[config.mk]
export PLATFORM = sky130hd
export DESIGN_NAME = alarm_clock_ctrl
export DESIGN_NICKNAME = d
export VERILOG_FILES = /design/src/rtl/acc_pkg.sv /design/src/rtl/acc_reset_sync.sv /design/src/rtl/acc_mod_counter.sv /design/src/rtl/acc_time_reg.sv /design/src/rtl/acc_bcd_display.sv /design/src/rtl/alarm_clock_ctrl.sv
export SDC_FILE = /design/constraint.sdc
export NUM_CORES = 1
export LEC_CHECK = 0
export BUFFER_PORTS_ARGS = -buffer_cell sky130_fd_sc_hd__buf_2
export CAP_MARGIN = 10
export CORE_UTILIZATION = 30
export CTS_CLUSTER_DIAMETER = 30
export DETAILED_ROUTE_END_ITERATION = 16
export SLEW_MARGIN = 20
export SYNTH_ARGS = -nofsm -noshare
export SYNTH_HDL_FRONTEND = slang
export SYNTH_SLANG_ARGS = --single-unit
[constraint.sdc]
create_clock -name clk -period 2.95 [get_ports clk]
set_input_delay 0.1475 -clock clk [delete_from_list [all_inputs] [get_ports clk]]
set_output_delay 0.1475 -clock clk [all_outputs]
set_load 0.01 [all_outputs]
[src/rtl/acc_pkg.sv]
package acc_pkg;

  localparam int unsigned HOUR_W = 4;
  localparam int unsigned MIN_W  = 6;
  localparam int unsigned MOD_W  = 11;

  typedef struct packed {
    logic              pm;
    logic [HOUR_W-1:0] hour;
    logic [MIN_W-1:0]  minute;
  } clk_time_t;

  localparam clk_time_t TIME_AT_RESET = '{pm: 1'b0, hour: 4'd12, minute: 6'd0};

  // Advance the hour of a 12-hour register; 11 -> 12 toggles AM/PM.
  function automatic clk_time_t step_hour(clk_time_t t);
    clk_time_t r;
    r = t;
    if (t.hour == 4'd11) begin
      r.hour = 4'd12;
      r.pm   = ~t.pm;
    end else if (t.hour == 4'd12) begin
      r.hour = 4'd1;
    end else begin
      r.hour = t.hour + 4'd1;
    end
    return r;
  endfunction

  // Minute advance that carries into the hour.
  function automatic clk_time_t step_minute_carry(clk_time_t t);
    clk_time_t r;
    r = t;
    if (t.minute == 6'd59) begin
      r.minute = 6'd0;
      r = step_hour(r);
    end else begin
      r.minute = t.minute + 6'd1;
    end
    return r;
  endfunction

  // Minute advance that wraps inside the hour.
  function automatic clk_time_t step_minute_wrap(clk_time_t t);
    clk_time_t r;
    r = t;
    r.minute = (t.minute == 6'd59) ? 6'd0 : t.minute + 6'd1;
    return r;
  endfunction

  // Minutes since midnight on a 24-hour scale.
  function automatic logic [MOD_W-1:0] minute_of_day(clk_time_t t);
    logic [4:0] h24;
    h24 = (t.hour == 4'd12) ? 5'd0 : {1'b0, t.hour};
    if (t.pm) h24 = h24 + 5'd12;
    return MOD_W'(h24) * MOD_W'(60) + MOD_W'(t.minute);
  endfunction

endpackage

[src/rtl/acc_reset_sync.sv]
module acc_reset_sync #(
  parameter int unsigned STAGES = 2
) (
  input  logic clk,
  input  logic rst_n,
  output logic rst_n_sync
);

  logic [STAGES-1:0] shift_q;
  logic [STAGES-1:0] shift_d;

  always_comb begin
    shift_d = {shift_q[STAGES-2:0], 1'b1};
  end

  always_ff @(posedge clk or negedge rst_n) begin
    if (!rst_n) shift_q <= '0;
    else        shift_q <= shift_d;
  end

  assign rst_n_sync = shift_q[STAGES-1];

endmodule

[src/rtl/acc_mod_counter.sv]
module acc_mod_counter #(
  parameter int unsigned MODULO = 60
) (
  input  logic clk,
  input  logic rst_n,
  input  logic en,
  output logic wrap
);

  localparam int unsigned CW = (MODULO > 1) ? $clog2(MODULO) : 1;
  localparam logic [CW-1:0] LAST = CW'(MODULO - 1);

  logic [CW-1:0] cnt_q;
  logic [CW-1:0] cnt_d;
  logic          at_last;

  assign at_last = (cnt_q == LAST);
  assign wrap    = en && at_last;

  always_comb begin
    cnt_d = cnt_q;
    if (en) cnt_d = at_last ? '0 : cnt_q + CW'(1);
  end

  always_ff @(posedge clk or negedge rst_n) begin
    if (!rst_n) cnt_q <= '0;
    else        cnt_q <= cnt_d;
  end

endmodule

[src/rtl/acc_time_reg.sv]
module acc_time_reg
  import acc_pkg::*;
(
  input  logic      clk,
  input  logic      rst_n,
  input  logic      carry_min,
  input  logic      press_hour,
  input  logic      press_min,
  output clk_time_t time_q
);

  clk_time_t time_d;

  // Carry first, then button edits on top of the carried value.
  always_comb begin
    clk_time_t t;
    t = time_q;
    if (carry_min)  t = step_minute_carry(t);
    if (press_hour) t = step_hour(t);
    if (press_min)  t = step_minute_wrap(t);
    time_d = t;
  end

  always_ff @(posedge clk or negedge rst_n) begin
    if (!rst_n) time_q <= TIME_AT_RESET;
    else        time_q <= time_d;
  end

endmodule

[src/rtl/acc_bcd_display.sv]
module acc_bcd_display
  import acc_pkg::*;
(
  input  clk_time_t   shown,
  output logic [3:0]  hr_tens,
  output logic [3:0]  hr_ones,
  output logic [3:0]  min_tens,
  output logic [3:0]  min_ones
);

  always_comb begin
    if (shown.hour >= 4'd10) begin
      hr_tens = 4'd1;
      hr_ones = shown.hour - 4'd10;
    end else begin
      hr_tens = 4'd0;
      hr_ones = shown.hour;
    end
    min_tens = 4'(shown.minute / 6'd10);
    min_ones = 4'(shown.minute % 6'd10);
  end

endmodule

[src/rtl/alarm_clock_ctrl.sv]
module alarm_clock_ctrl
  import acc_pkg::*;
#(
  parameter int unsigned TICKS_PER_SEC = 1024,
  parameter int unsigned SEC_PER_MIN   = 60,
  parameter int unsigned SYNC_STAGES   = 2
) (
  input  logic       clk,
  input  logic       rst_n,
  input  logic       timer_tick,
  input  logic       btn_set_time,
  input  logic       btn_set_alarm,
  input  logic       btn_hour,
  input  logic       btn_minute,
  input  logic       btn_alarm_on,
  input  logic       btn_alarm_off,
  output logic [3:0] digit_hr_tens,
  output logic [3:0] digit_hr_ones,
  output logic [3:0] digit_min_tens,
  output logic [3:0] digit_min_ones,
  output logic       pm_lamp,
  output logic       alarm_ready,
  output logic       buzzer
);

  logic rst_core_n;
  logic sec_pulse;
  logic min_carry;

  acc_reset_sync #(.STAGES(SYNC_STAGES)) u_rst (
    .clk(clk), .rst_n(rst_n), .rst_n_sync(rst_core_n)
  );

  acc_mod_counter #(.MODULO(TICKS_PER_SEC)) u_div (
    .clk(clk), .rst_n(rst_core_n), .en(timer_tick), .wrap(sec_pulse)
  );

  acc_mod_counter #(.MODULO(SEC_PER_MIN)) u_sec (
    .clk(clk), .rst_n(rst_core_n), .en(sec_pulse), .wrap(min_carry)
  );

  // Button edge detection against last cycle's state.
  logic hour_prev_q, min_prev_q;
  logic hour_edge, min_edge;
  logic edit_cur, edit_alm;

  always_ff @(posedge clk or negedge rst_core_n) begin
    if (!rst_core_n) begin
      hour_prev_q <= 1'b0;
      min_prev_q  <= 1'b0;
    end else begin
      hour_prev_q <= btn_hour;
      min_prev_q  <= btn_minute;
    end
  end

  assign hour_edge = btn_hour   && !hour_prev_q;
  assign min_edge  = btn_minute && !min_prev_q;
  assign edit_cur  = btn_set_time && !btn_set_alarm;
  assign edit_alm  = btn_set_alarm;

  clk_time_t cur_q, alm_q;

  acc_time_reg u_cur (
    .clk(clk), .rst_n(rst_core_n), .carry_min(min_carry),
    .press_hour(edit_cur && hour_edge), .press_min(edit_cur && min_edge),
    .time_q(cur_q)
  );

  acc_time_reg u_alm (
    .clk(clk), .rst_n(rst_core_n), .carry_min(1'b0),
    .press_hour(edit_alm && hour_edge), .press_min(edit_alm && min_edge),
    .time_q(alm_q)
  );

  // Arming and buzzer.
  logic [MOD_W-1:0] cur_mod, alm_mod;
  logic             due;
  logic             ready_q, ready_d, buzz_q, buzz_d;

  assign cur_mod = minute_of_day(cur_q);
  assign alm_mod = minute_of_day(alm_q);
  assign due     = ready_q && (cur_mod >= alm_mod);

  always_comb begin
    ready_d = ready_q;
    buzz_d  = buzz_q;
    if (btn_alarm_off) begin
      ready_d = 1'b0;
      buzz_d  = 1'b0;
    end else begin
      if (btn_alarm_on) ready_d = 1'b1;
      if (due)          buzz_d  = 1'b1;
    end
  end

  always_ff @(posedge clk or negedge rst_core_n) begin
    if (!rst_core_n) begin
      ready_q <= 1'b0;
      buzz_q  <= 1'b0;
    end else begin
      ready_q <= ready_d;
      buzz_q  <= buzz_d;
    end
  end

  assign alarm_ready = ready_q;
  assign buzzer      = buzz_q;

  // Display the register being edited.
  clk_time_t shown;
  assign shown   = btn_set_alarm ? alm_q : cur_q;
  assign pm_lamp = shown.pm;

  acc_bcd_display u_disp (
    .shown(shown), .hr_tens(digit_hr_tens), .hr_ones(digit_hr_ones),
    .min_tens(digit_min_tens), .min_ones(digit_min_ones)
  );

endmodule

==> flow_metrics.py <==
metrics = {
    "outcome": {
        "outcome": "complete, but fails checks",
        "violations": "negative setup slack",
    },
    "cells_and_area": {
        "area_delta_synth_final_pct": 30.75,
        "antennaDiodeCount": 0,
        "layout_common_cells": "108 x buf_4, 56 x ha_1, 53 x inv_1",
        "final_common_cell": "buf_4",
        "nets": 800,
        "fin_util_pct": 40.47,
        "drive_above_1_share_pct": 27.82,
    },
    "clock_tree": {
        "clock-sinks": 44,
        "clk_pin_slew_worst_paths_ns": 0.07,
        "cts_tree": "built",
        "clk_latency_ns": 0.29,
        "cts_root_buffer": "clkbuf_16",
        "cts_buffers": 5,
        "clk_path_buf_depth": 2,
        "htreeDepth": 2,
    },
    "critical_path": {
        "crit_top_cell": "fa_1",
        "worstPathMaxFanout": 4,
        "max_stage_delay_ns": 0.56,
        "cpLargestDelayFamily": "adder cells",
        "crit_path_top_delay_cell": "dfstp_2",
        "cp.arrival_ns": 4.69,
        "crit_chain": "ha_2 -> nand2_2 -> nand2_2 -> xnor2_2 -> inv_1 -> fa_1 -> fa_1 -> fa_1 -> inv_1 -> ha_1 -> o21ai_0 -> nand2b_1 -> and2_4 -> nand2_1 -> xor2_1 -> ha_1 -> a211oi_1 -> o21ai_0 -> o21ai_1 -> a211oi_1",
        "end_kind": "flip-flop",
        "cp_data_required_time_ns": 3.11,
        "crit_buf_inv": 2,
        "start_kind": "flip-flop",
        "crit_type": "reg2reg",
    },
    "timing": {
        "max_freq_mhz": 220.5,
        "fin_crit_ns": 4.534,
        "post-route-period-util_pct": 153.7,
        "clock_skew_ns": 0.009081,
        "worst_slack_ns": -1.584,
        "finalSetupViolations": 1,
        "timing.hold.ws_ns": 0.04020,
        "maxSlewViolCount": 0,
        "tightest_slew_ns": 0.5877,
        "fin_setup_tns_ns": -1.584,
        "finalHoldViolCount": 0,
        "rsz0062_at_grt": "true",
        "relSlewSlack_pct": 60.82,
    },
    "drt": {
        "totalWireLength_um": 12270,
        "ant_nets": 0,
        "drc": 0,
        "dr.pass1.iters": 4,
        "post_drt_wl_per_cell_um": 13.12,
        "vias_per_cell": 4.884,
        "dr_total_vias": 4567,
        "drtIter0Drc": 248,
    },
    "die": {
        "fp.dieW_um": 130.5,
        "fp-row-count": 46,
        "io_pins": 28,
        "dieArea_mm2": 0.01703,
        "core_mm2": 0.01600,
        "die_h_um": 130.5,
        "initial_core_util_pct": 30.95,
    },
    "global_route": {
        "grt_antenna_before_repair": 0,
        "grt_pass1_vias": 4244,
        "grt_pass1_wl_um": 20270,
        "grt_start_max_net_pins": 43,
        "grt_util_all_layers_pct": 14.84,
        "overflow": 0,
    },
    "synth": {
        "synthCells": 595,
        "synth-seq-area-share_pct": 22.33,
        "synth_fa_ha_area_share_pct": 20.26,
        "synth_warnings": 0,
        "synth_top_family_by_area": "adder cells",
        "synth_mux_area_share_pct": 3.638,
        "synthXorXnorAreaFrac_pct": 6.897,
        "syn_area_per_cell_um2": 8.323,
        "ys_types": 76,
        "ys_seq_elements": 44,
        "ys_async_sr_fraction_pct": 100.0,
        "syn_area_mm2": 0.004952,
        "ys.flop_type": "dfrtp_1",
        "synth_edf_count": 0,
        "synth_compound_area_share_pct": 19.78,
        "synthSimpleGateAreaFrac_pct": 20.06,
    },
    "place": {
        "place_ws_ns": -1.744,
        "hpwlAfterDp_um": 9651,
        "port_buffers": 23,
        "place_congestion": 0.8304,
    },
    "min_path": {
        "hold_path_class": "in2reg",
    },
    "run": {
        "cap_viol_max_count": 0,
    },
}
-- cells by family after synthesis --
logic type,after synthesis
and+or+nand+nor,194
DFF,44
xor gates and xnor gates,39
other,2
muxes,17
buffers and inverters,81
adders and majority gates,73
AOI/OAI and AO/OA,145
-- what timing repair did --
| item | in CTS | in global routing |
|---|---|---|
| endpoints found under the hold margin | 4 | 0 |
| setup endpoints to repair | 5 | 6 |
| pin swaps | 12 | 5 |
| resized for setup | 16 | 20 |
| setup buffers | 3 | 3 |
| hold buffers | 3 | 0 |
-- routing by layer --
layer	share of wire, %	wire length, um	GRT usage, %
met5	0	0	0
met4	0.52	64	2.299
met3	3.1	379	1.914
met2	48	5883	25.37
met1	48	5942	20.26
-- flip-flops by register name, summed over array words and instances (netlist names) --
signal and cells:
u_alm.time_q 11, u_cur.time_q 11, u_div.cnt_q 10, u_sec.cnt_q 6, u_rst.shift_q 2, alarm_ready 1, buzzer 1, hour_prev_q 1
min_prev_q 1
-- layout make-up --
cell class                 count  area (um^2)
clock inverter                 2        38.79
tap                          216        270.3
sequential                    44         1111
fill                        1643         9525
inverter                      58        217.7
multi-input combinational    473         3720
clock buffer                   6        138.9
timing repair buffer         136        978.4
-- worst paths after layout --
check	endpoint	cells past startpoint	slack, ns	from
max in group asynchronous	u_cur.time_q[4]	0	2.19	u_rst.shift_q[1]
worst max-delay path	buzzer	20	-1.58	u_alm.time_q[8]
worst min register to register	u_div.cnt_q[5]	0	0.34	u_rst.shift_q[1]
worst min-delay path	buzzer	2	0.04	btn_alarm_off
worst max register to register	buzzer	20	-1.58	u_alm.time_q[8]
min in group asynchronous	u_rst.shift_q[1]	2	0.17	rst_n
-- metrics by stage --
stage | instances | cell area, um^2
3_5_place_dp | 918 | 6068
2_1_floorplan | 598 | 5024
5_1_grt | 935 | 6475
4_1_cts | 932 | 6370
3_3_place_gp | 918 | 6068
6_report | 935 | 6475
-- cell usage after synthesis, types with 3 or more instances --
cell type  count  area [um^2]
nand2_1       50        187.7
nand4_1       12        75.07
and4_1         3        26.28
clkbuf_1       5        18.77
nor2_1        41        153.9
o31ai_1        7        52.55
o2111ai_1      4        35.03
dfstp_2        4        105.1
nand3_1       22        110.1
o21ai_0       41        205.2
and2_1         6        37.54
a22o_1         3        26.28
and3b_1        3        26.28
ha_1          61        763.2
fa_1          12        240.2
xnor2_1       22        192.7
nand2b_1       7        43.79
o31a_1         3        26.28
nand3b_1       3        22.52
nor3_1        13        65.06
o21a_1         8        60.06
mux2_2         7        78.83
a21oi_1       28        140.1
a31oi_1        6        37.54
mux2i_1        9        90.09
buf_4          4        30.03
inv_1         56        210.2
a211oi_1       4        30.03
xor2_1        17        148.9
a21o_1         7        52.55
dfrtp_1       40         1001
nor2b_1       12        75.07
buf_2         11        55.05
and3_1         8        50.05
Power is left out: the tool's default activity adds up to more than one toggle a clock period on the data nets, which glitch-free logic cannot reach.
